==> config.mk <==
export PLATFORM = sky130hd
export DESIGN_NAME = ling_adder
export DESIGN_NICKNAME = d
export VERILOG_FILES = /design/src/rtl/ling_pkg.sv /design/src/rtl/ling_bit_prep.sv /design/src/rtl/ling_prefix_tree.sv /design/src/rtl/ling_sum.sv /design/src/rtl/ling_adder.sv
export SDC_FILE = /design/constraint.sdc
export NUM_CORES = 1
export LEC_CHECK = 0
export ABC_AREA = 1
export BUFFER_PORTS_ARGS = -buffer_cell sky130_fd_sc_hd__buf_4
export CORE_MARGIN = 2
export CORE_UTILIZATION = 60
export CTS_BUF_LIST = sky130_fd_sc_hd__clkbuf_8 sky130_fd_sc_hd__clkbuf_16
export DETAILED_ROUTE_END_ITERATION = 8
export GPL_ROUTABILITY_DRIVEN = 0
export PLACE_DENSITY = 0.95
export SYNTH_ARGS = -nofsm -noshare
export SYNTH_HDL_FRONTEND = slang
export SYNTH_SLANG_ARGS = --single-unit
==> constraint.sdc <==
create_clock -name clk -period 2.25 [get_ports clk]
set_clock_uncertainty 0.15 [all_clocks]
set_input_delay 0.3375 -clock clk [delete_from_list [all_inputs] [get_ports clk]]
set_output_delay 0.3375 -clock clk [all_outputs]
set_load 0.01 [all_outputs]
==> src/rtl/ling_pkg.sv <==
package ling_pkg;

  // One node of the prefix tree: group pseudocarry and group propagate.
  typedef struct packed {
    logic h;
    logic i;
  } ling_node_t;

  // General merge of an upper span with the span right below it.
  function automatic ling_node_t ling_merge(input ling_node_t up, input ling_node_t lo);
    ling_node_t r;
    r.h = up.h | (up.i & lo.h);
    r.i = up.i & lo.i;
    return r;
  endfunction

  // First-level merge of two single positions: the lower generate implies
  // the upper group propagate, so the propagate literal drops out.
  function automatic ling_node_t ling_merge_pair(input ling_node_t up, input ling_node_t lo);
    ling_node_t r;
    r.h = up.h | lo.h;
    r.i = up.i & lo.i;
    return r;
  endfunction

endpackage

==> src/rtl/ling_bit_prep.sv <==
module ling_bit_prep #(
  parameter int WIDTH = 32,
  localparam int POS = WIDTH + 1
) (
  input  logic [WIDTH-1:0] a,
  input  logic [WIDTH-1:0] b,
  input  logic             cin,
  output logic [POS-1:0]   gen,
  output logic [POS-1:0]   prp,
  output logic [WIDTH-1:0] half
);
  // Position 0 stands for the carry-in; position k>0 is operand bit k-1.
  assign gen[0] = cin;
  assign prp[0] = 1'b1;

  for (genvar k = 0; k < WIDTH; k++) begin : g_bit
    assign gen[k+1] = a[k] & b[k];
    assign prp[k+1] = a[k] | b[k];
    assign half[k]  = a[k] ^ b[k];
  end
endmodule

==> src/rtl/ling_prefix_tree.sv <==
module ling_prefix_tree
  import ling_pkg::*;
#(
  parameter int POS = 33,
  localparam int LVLS = (POS > 1) ? $clog2(POS) : 1
) (
  input  logic [POS-1:0] gen,
  input  logic [POS-1:0] prp,
  output logic [POS-1:0] pc
);
  ling_node_t node [0:LVLS][POS];

  // Leaves: pseudocarry seed is the generate, group propagate is the
  // propagate of the position below (none below position 0).
  for (genvar k = 0; k < POS; k++) begin : g_leaf
    assign node[0][k].h = gen[k];
    if (k == 0) begin : g_base
      assign node[0][k].i = 1'b0;
    end else begin : g_up
      assign node[0][k].i = prp[k-1];
    end
  end

  for (genvar l = 0; l < LVLS; l++) begin : g_lvl
    localparam int DIST = 1 << l;
    for (genvar k = 0; k < POS; k++) begin : g_pos
      if (k < DIST) begin : g_pass
        assign node[l+1][k] = node[l][k];
      end else if (l == 0) begin : g_pair
        assign node[l+1][k] = ling_merge_pair(node[l][k], node[l][k-DIST]);
      end else begin : g_merge
        assign node[l+1][k] = ling_merge(node[l][k], node[l][k-DIST]);
      end
    end
  end

  for (genvar k = 0; k < POS; k++) begin : g_out
    assign pc[k] = node[LVLS][k].h;
  end
endmodule

==> src/rtl/ling_sum.sv <==
module ling_sum #(
  parameter int WIDTH = 32,
  localparam int POS = WIDTH + 1
) (
  input  logic [WIDTH-1:0] half,
  input  logic [POS-1:0]   prp,
  input  logic [POS-1:0]   pc,
  output logic [WIDTH-1:0] sum,
  output logic             cout
);
  // Bit k sits at position k+1; its incoming true carry is prp&pc at position k.
  for (genvar k = 0; k < WIDTH; k++) begin : g_sum
    assign sum[k] = half[k] ^ (prp[k] & pc[k]);
  end
  assign cout = prp[WIDTH] & pc[WIDTH];
endmodule

==> src/rtl/ling_adder.sv <==
module ling_adder #(
  parameter int WIDTH = 32,
  localparam int POS = WIDTH + 1
) (
  input  logic             clk,
  input  logic             rst_n,
  input  logic             in_valid,
  output logic             in_ready,
  input  logic [WIDTH-1:0] in_a,
  input  logic [WIDTH-1:0] in_b,
  input  logic             in_carry,
  output logic             out_valid,
  input  logic             out_ready,
  output logic [WIDTH-1:0] out_sum,
  output logic             out_carry
);
  logic [POS-1:0]   gen;
  logic [POS-1:0]   prp;
  logic [POS-1:0]   pc;
  logic [WIDTH-1:0] half;
  logic [WIDTH-1:0] sum_c;
  logic             cout_c;

  ling_bit_prep #(.WIDTH(WIDTH)) u_prep (
    .a(in_a), .b(in_b), .cin(in_carry),
    .gen(gen), .prp(prp), .half(half)
  );

  ling_prefix_tree #(.POS(POS)) u_tree (
    .gen(gen), .prp(prp), .pc(pc)
  );

  ling_sum #(.WIDTH(WIDTH)) u_sum (
    .half(half), .prp(prp), .pc(pc),
    .sum(sum_c), .cout(cout_c)
  );

  assign in_ready = !out_valid || out_ready;

  always_ff @(posedge clk or negedge rst_n) begin
    if (!rst_n) begin
      out_valid <= 1'b0;
      out_sum   <= '0;
      out_carry <= 1'b0;
    end else if (in_ready) begin
      out_valid <= in_valid;
      if (in_valid) begin
        out_sum   <= sum_c;
        out_carry <= cout_c;
      end
    end
  end
endmodule

### Word level (Yosys, flattened, before mapping)

Cells that the tools add are included.

| operators by class | value |
|---|---|
| bitwise logic cells | 500 |
| reductions and logical operators | 3 |

Operators with widths:

| cell | count |
|---|---|
| $and A1 B1 Y1 | 269 |
| $or A1 B1 Y1 | 167 |
| $xor A1 B1 Y1 | 64 |
| $reduce_and A2 Y1 | 1 |
| $logic_not A1 Y1 | 1 |
| $logic_or A1 B1 Y1 | 1 |

| word-level totals | value |
|---|---|
| register bits after elaboration | 34 |
| output and inout port bits | 35 |
| logic and storage cells | 506 |

### Logic depth before layout (Yosys ltp)

| depth | value |
|---|---|
| depth after elaboration | 12 |
| gate-level depth with buffers | 16 |
| mapped depth without buffers | 16 |

### Modules after synthesis

Synthesis repeated with hierarchy kept, for this count alone.

| second synthesis, totals | value |
|---|---|
| cells, all modules | 760 |
| area total of the unflattened synthesis | 4488.1 µm² |

By module, submodules not included:

| module | times used | cells an instance | area each (µm²) |
|---|---|---|---|
| ling_adder | 1 | 147 | 1370.1 |
| ling_prefix_tree | 1 | 288 | 1290.0 |
| ling_bit_prep | 1 | 163 | 1179.9 |
| ling_sum | 1 | 162 | 648.1 |

### Least setup slack after synthesis

OpenSTA, ideal clock, no wires.

| timing path | value |
|---|---|
| path kind | input port to flip-flop |
| from | in in_a[9] |
| to | reg out_sum[24] |
| arrival | 1.391 ns |
| required time | 1.982 ns |
| path slack | 0.592 ns |
| cell stages on the path | 13 |
| path buffers | 0 |
| path through | inv_1 > ha_1 > nor2_1 > inv_1 > nor2_1 > and2_1 > nand2_1 > nand2_2 > nand2_2 > nand2_1 > nand2_1 > nand3_1 > nand2_1 |

| on the way | value |
|---|---|
| longest elaborated chain between the ends | 11 |
| elaborated cells between the ends (all ways) | 17 |
| those cells by class | bitwise (17) |

Ends and longest elaborated chain:

| element | line | RTL |
|---|---|---|
| start, declared | ling_adder.sv:9 | `input logic [WIDTH-1:0] in_a,` |
| $or A1 B1 Y1 / $and A1 B1 Y1 (equally long branches) | ling_bit_prep.sv:18, ling_bit_prep.sv:17 |  |
| $and A1 B1 Y1 / $or A1 B1 Y1 (equally long branches) | ling_pkg.sv:22, ling_pkg.sv:21 |  |
| $and A1 B1 Y1 | ling_pkg.sv:12 | `r.h = up.h \| (up.i & lo.h);` |
| $or A1 B1 Y1 | ling_pkg.sv:12 |  |
| $and A1 B1 Y1 | ling_pkg.sv:12 |  |
| $or A1 B1 Y1 | ling_pkg.sv:12 |  |
| $and A1 B1 Y1 | ling_pkg.sv:12 |  |
| $or A1 B1 Y1 | ling_pkg.sv:12 |  |
| $or A1 B1 Y1 (*) | ling_pkg.sv:12 |  |
| $and A1 B1 Y1 (*) | ling_sum.sv:13 | `assign sum[k] = half[k] ^ (prp[k] & pc[k]);` |
| $xor A1 B1 Y1 (*) | ling_sum.sv:13 |  |
| end signal, assigned | ling_adder.sv:48 | `out_sum <= sum_c;` |
| end, declared | ling_adder.sv:14 | `output logic [WIDTH-1:0] out_sum,` |

Mark *: on every way between the ends. The rest lies on a longest branch, timed or not.
A chain may end at the register's enable or synchronous reset.

### Worst setup path after layout

| timing path | value |
|---|---|
| from | in in_a[4] |
| to | reg out_sum[31] |

| on the way | value |
|---|---|
| longest elaborated chain between the ends | 11 |
| elaborated cells between the ends (all ways) | 15 |
| those cells by class | bitwise (15) |

Ends and longest elaborated chain:

| element | line |
|---|---|
| $or A1 B1 Y1 / $and A1 B1 Y1 (equally long branches) | ling_bit_prep.sv:18, ling_bit_prep.sv:17 |
| $and A1 B1 Y1 / $or A1 B1 Y1 (equally long branches) | ling_pkg.sv:22, ling_pkg.sv:21 |
| $and A1 B1 Y1, on equally long branches | ling_pkg.sv:12, ling_pkg.sv:13 |
| $or A1 B1 Y1 / $and A1 B1 Y1 (equally long branches) | ling_pkg.sv:12 |
| $or A1 B1 Y1 (*) | ling_pkg.sv:12 |
| $and A1 B1 Y1 (*) | ling_pkg.sv:12 |
| $or A1 B1 Y1 (*) | ling_pkg.sv:12 |
| $and A1 B1 Y1 (*) | ling_pkg.sv:12 |
| $or A1 B1 Y1 (*) | ling_pkg.sv:12 |
| $and A1 B1 Y1 (*) | ling_sum.sv:13 |
| $xor A1 B1 Y1 (*) | ling_sum.sv:13 |

Marked as above.

==> impl_results.md <==
- Multiplexer share of the synthesized area: 0
- Hold_ws: 194 ps
- Max Clock Freq: just over 500 MHz
- Finished Layout Cells: just over 900
- Final Setup Violations: 0
- Kind of critical path: in2reg
- Critical Path Max Stage Delay: 250 ps
- Main combinational cell family by area after synthesis: simple AND/OR/NAND/NOR gates
- Overflow after GRT: 0
- CTS Root Cell: clkbuf_8
- Routed vias/inst: ~5.3
- Routed wl met2: approximately 5500 um
- Gates resized, CTS repair: 0
- Post-synth cell types: 26
- H-tree depth: 2
- Commonest non-fill, non-tap cell in the layout: nand2_1
- Clk Latency, worst-skew pair: 270 ps
- Final hold vios: 0
- Fin crit share: 0.877
- Clock transition at path regs: about 60 ps
- RSZ-0062 raised after global routing: no
- Compound-Gate Fraction of Synth Area: 0.0691
- Die span in x: 88.7 um
- Clock Sinks: 34
- Met3 wire len: 1290 um
- M1 WL: 4960 um
- Peak VDD IR: 250 uV
- Bufs and invs on worst path: 3
- Final Worst Setup Slack: 276 ps
- Synth Warn #: 0
- Kind of cell adding the most delay to the critical path: simple AND/OR/NAND/NOR gates
- Adder-Cell Fraction of Synth Area: 0.190
- Placed cell count: 912
- Vias in the first global route: roughly 4500
- Clock Path Buffers: 2
- Worst Setup End Kind: register
- TritonCTS clock tree: built
- I/O pins: between 100 and 150
- Most common cell on crit path: nand2_1
- Row cnt: 30
- Slew @ Worst Pin: roughly 570 ps
- Worst path required time: between 2000 and 2500 ps
- Post-DP HPWL: approximately 10000 um
- Cell chain of the critical path: buf_4 > inv_1 > ha_1 > nor2_1 > nand2_1 > inv_1 > nand2_1 > nand2_1 > nand2_1 > nand2_1 > nand2_1 > nand2_1 > nand3_1 > nand3_1 > nand2_1
- Slowest cell on crit path: nor2_1
- Most frequent cells in the layout: nand2_1, inv_1, buf_4, nor2_1, ha_1
- Area of the die: 7880 um2
- Syn_nets: 851
- Total CTS buffers: 5
- Fillers: 514
- XOR/XNOR Fraction of Synth Area: 0.0305
- Vias: 4854
- Crit path max fanout: 3
- Syn_area_per_cell: 6.01 um2
- Global-route wire length before repair: 19300 um
- Fin Setup TNS: 0 ps
- Fin crit period: 1970 ps
- Pwr Density: 482 nW/um2
- Post-synthesis sequential area ratio: 0.197
- Initial Util: 0.627
- Port buffer count: 103
- Netlist Area Pre-Place: roughly 4300 um2
- Initial antenna violation count: 0
- Antenna diodes: 0
- Top sig layer: met4
- CORE AREA: 6870 um2
- Worst path arrival time: around 2000 ps
- Largest net degree at the start of global routing: 35
- Setup Fix Bufs, Post-CTS: 0
- DRC violations left: 0
- Drt pass-1 iters: 6
- Lkg Pwr: 3.41 nW
- Routed len/inst: 13.1 um
- GRT Total Usage: 0.311
- Min-delay worst type: in2reg
- Post-place instance area: 5190 um2
- DRT iter0 DRCs: 450
- Worst Setup Start Kind: input pin
- Die height: 88.7 um
- # nets final: 958
- Layout cell share with drive strength beyond 1: 0.167
- Synth Area in Simple Gates: 0.350
- P&R area growth vs syn: 22.8%
- Yosys reg bits: 34
- Pre-CTS WS: 137 ps
- Detailed Route WL: 12100 um
- Total of max-cap violations: 0
- Slew Viols, Final: 0
- Status: finished clean
- Number of routed nets with antenna violations: 0
- Max_slew headroom: 0.617
- Post-route cell area: 5290 um2
- Mapped Cells: 717
[per-stage QoR]
step	utilization	power, mW
global placement	0.756	2.02
floorplan	-	1.53
detailed placement	0.756	2.07
CTS	0.770	2.53
global route	0.770	2.72
finish	0.770	2.55
[tightest hold or removal path, delay by kind of cell]
kind	cells	cell delay (ps)
and+or+nand+nor	2	140
buffers and inverters	2	110
[flip-flops by register name, indices dropped and copies added, names as in the netlist]
| name | cells |
|---|---|
| out_valid | 1 |
| out_carry | 1 |
| out_sum | 32 |
[logic make-up (layout without fill, tap and decap cells)]
family	after synthesis	count (layout)
XOR/XNOR	15	15
adder cells (fa/ha/maj)	65	65
buffers and inverters	185	293
flip-flops	34	34
AND/OR/NAND/NOR	361	361
AO/OA/AOI/OAI	57	57
[final timing paths]
path,endpoint,slack [ps],cells after the start,from
max,out_sum[31]$_DFFE_PN0P_,280,15,in_a[4]
min in group asynchronous,out_sum[5]$_DFFE_PN0P_,390,2,rst_n
max reg2reg,out_sum[21]$_DFFE_PN0P_,450,5,out_valid$_DFFE_PN0N_
min,out_valid$_DFFE_PN0N_,190,4,out_ready
min reg2reg,out_sum[29]$_DFFE_PN0P_,340,2,out_sum[29]$_DFFE_PN0P_
max in group asynchronous,out_sum[31]$_DFFE_PN0P_,1250,2,rst_n
[what timing repair did]
item                                    CTS  global route
hold buffers                              1             0
endpoints found under the setup margin    0             0
endpoints found under the hold margin    34             0
[final cells by class]
class / instances / area [um2] / area share
multi-input combinational: 498 / 2760 / 0.522
sequential: 34 / 851 / 0.161
timing repair buffer: 106 / 798 / 0.151
inverter: 179 / 672 / 0.127
tap: 96 / 120 / 0.0227
clock buffer: 6 / 82.6 / 0.0156
clock inverter: 2 / 8.76 / 0.00165
[layer usage]
layer | vias up | GRT usage
met4 | 0 | 0.102
met3 | 41 | 0.0494
met5 | - | 0
li1 | 2347 | -
met2 | 314 | 0.512
met1 | 2152 | 0.417
[synth_stat cells]
cell / instances / area (um2)
a21boi_0: 2 / 15.0
a21o_1: 1 / 7.51
a21oi_1: 21 / 105
and2_1: 2 / 12.5
buf_4: 1 / 7.51
clkbuf_1: 5 / 18.8
dfrtp_1: 34 / 851
fa_1: 1 / 20.0
ha_1: 64 / 801
inv_1: 175 / 657
inv_2: 4 / 15.0
nand2_1: 217 / 815
nand2_2: 3 / 18.8
nand3_1: 41 / 205
nand3b_4: 1 / 20.0
nand4_1: 1 / 6.26
nor2_1: 71 / 267
nor2_2: 11 / 68.8
nor3_1: 7 / 35.0
nor3_2: 5 / 50.1
o21ai_0: 21 / 105
o21ai_1: 10 / 50.1
o21bai_1: 2 / 15.0
or2_2: 2 / 12.5
xnor2_1: 2 / 17.5
xor2_1: 13 / 114
[report_power, final]
| part | switching [mW] | internal [mW] | leakage, nW |
|---|---|---|---|
| sequential | 0.0770 | 0.743 | 0.414 |
| clock | 0.210 | 0.242 | 0.0524 |
| combinational | 0.737 | 0.541 | 2.95 |
No activity file was read; power rests on OpenSTA's default activity.
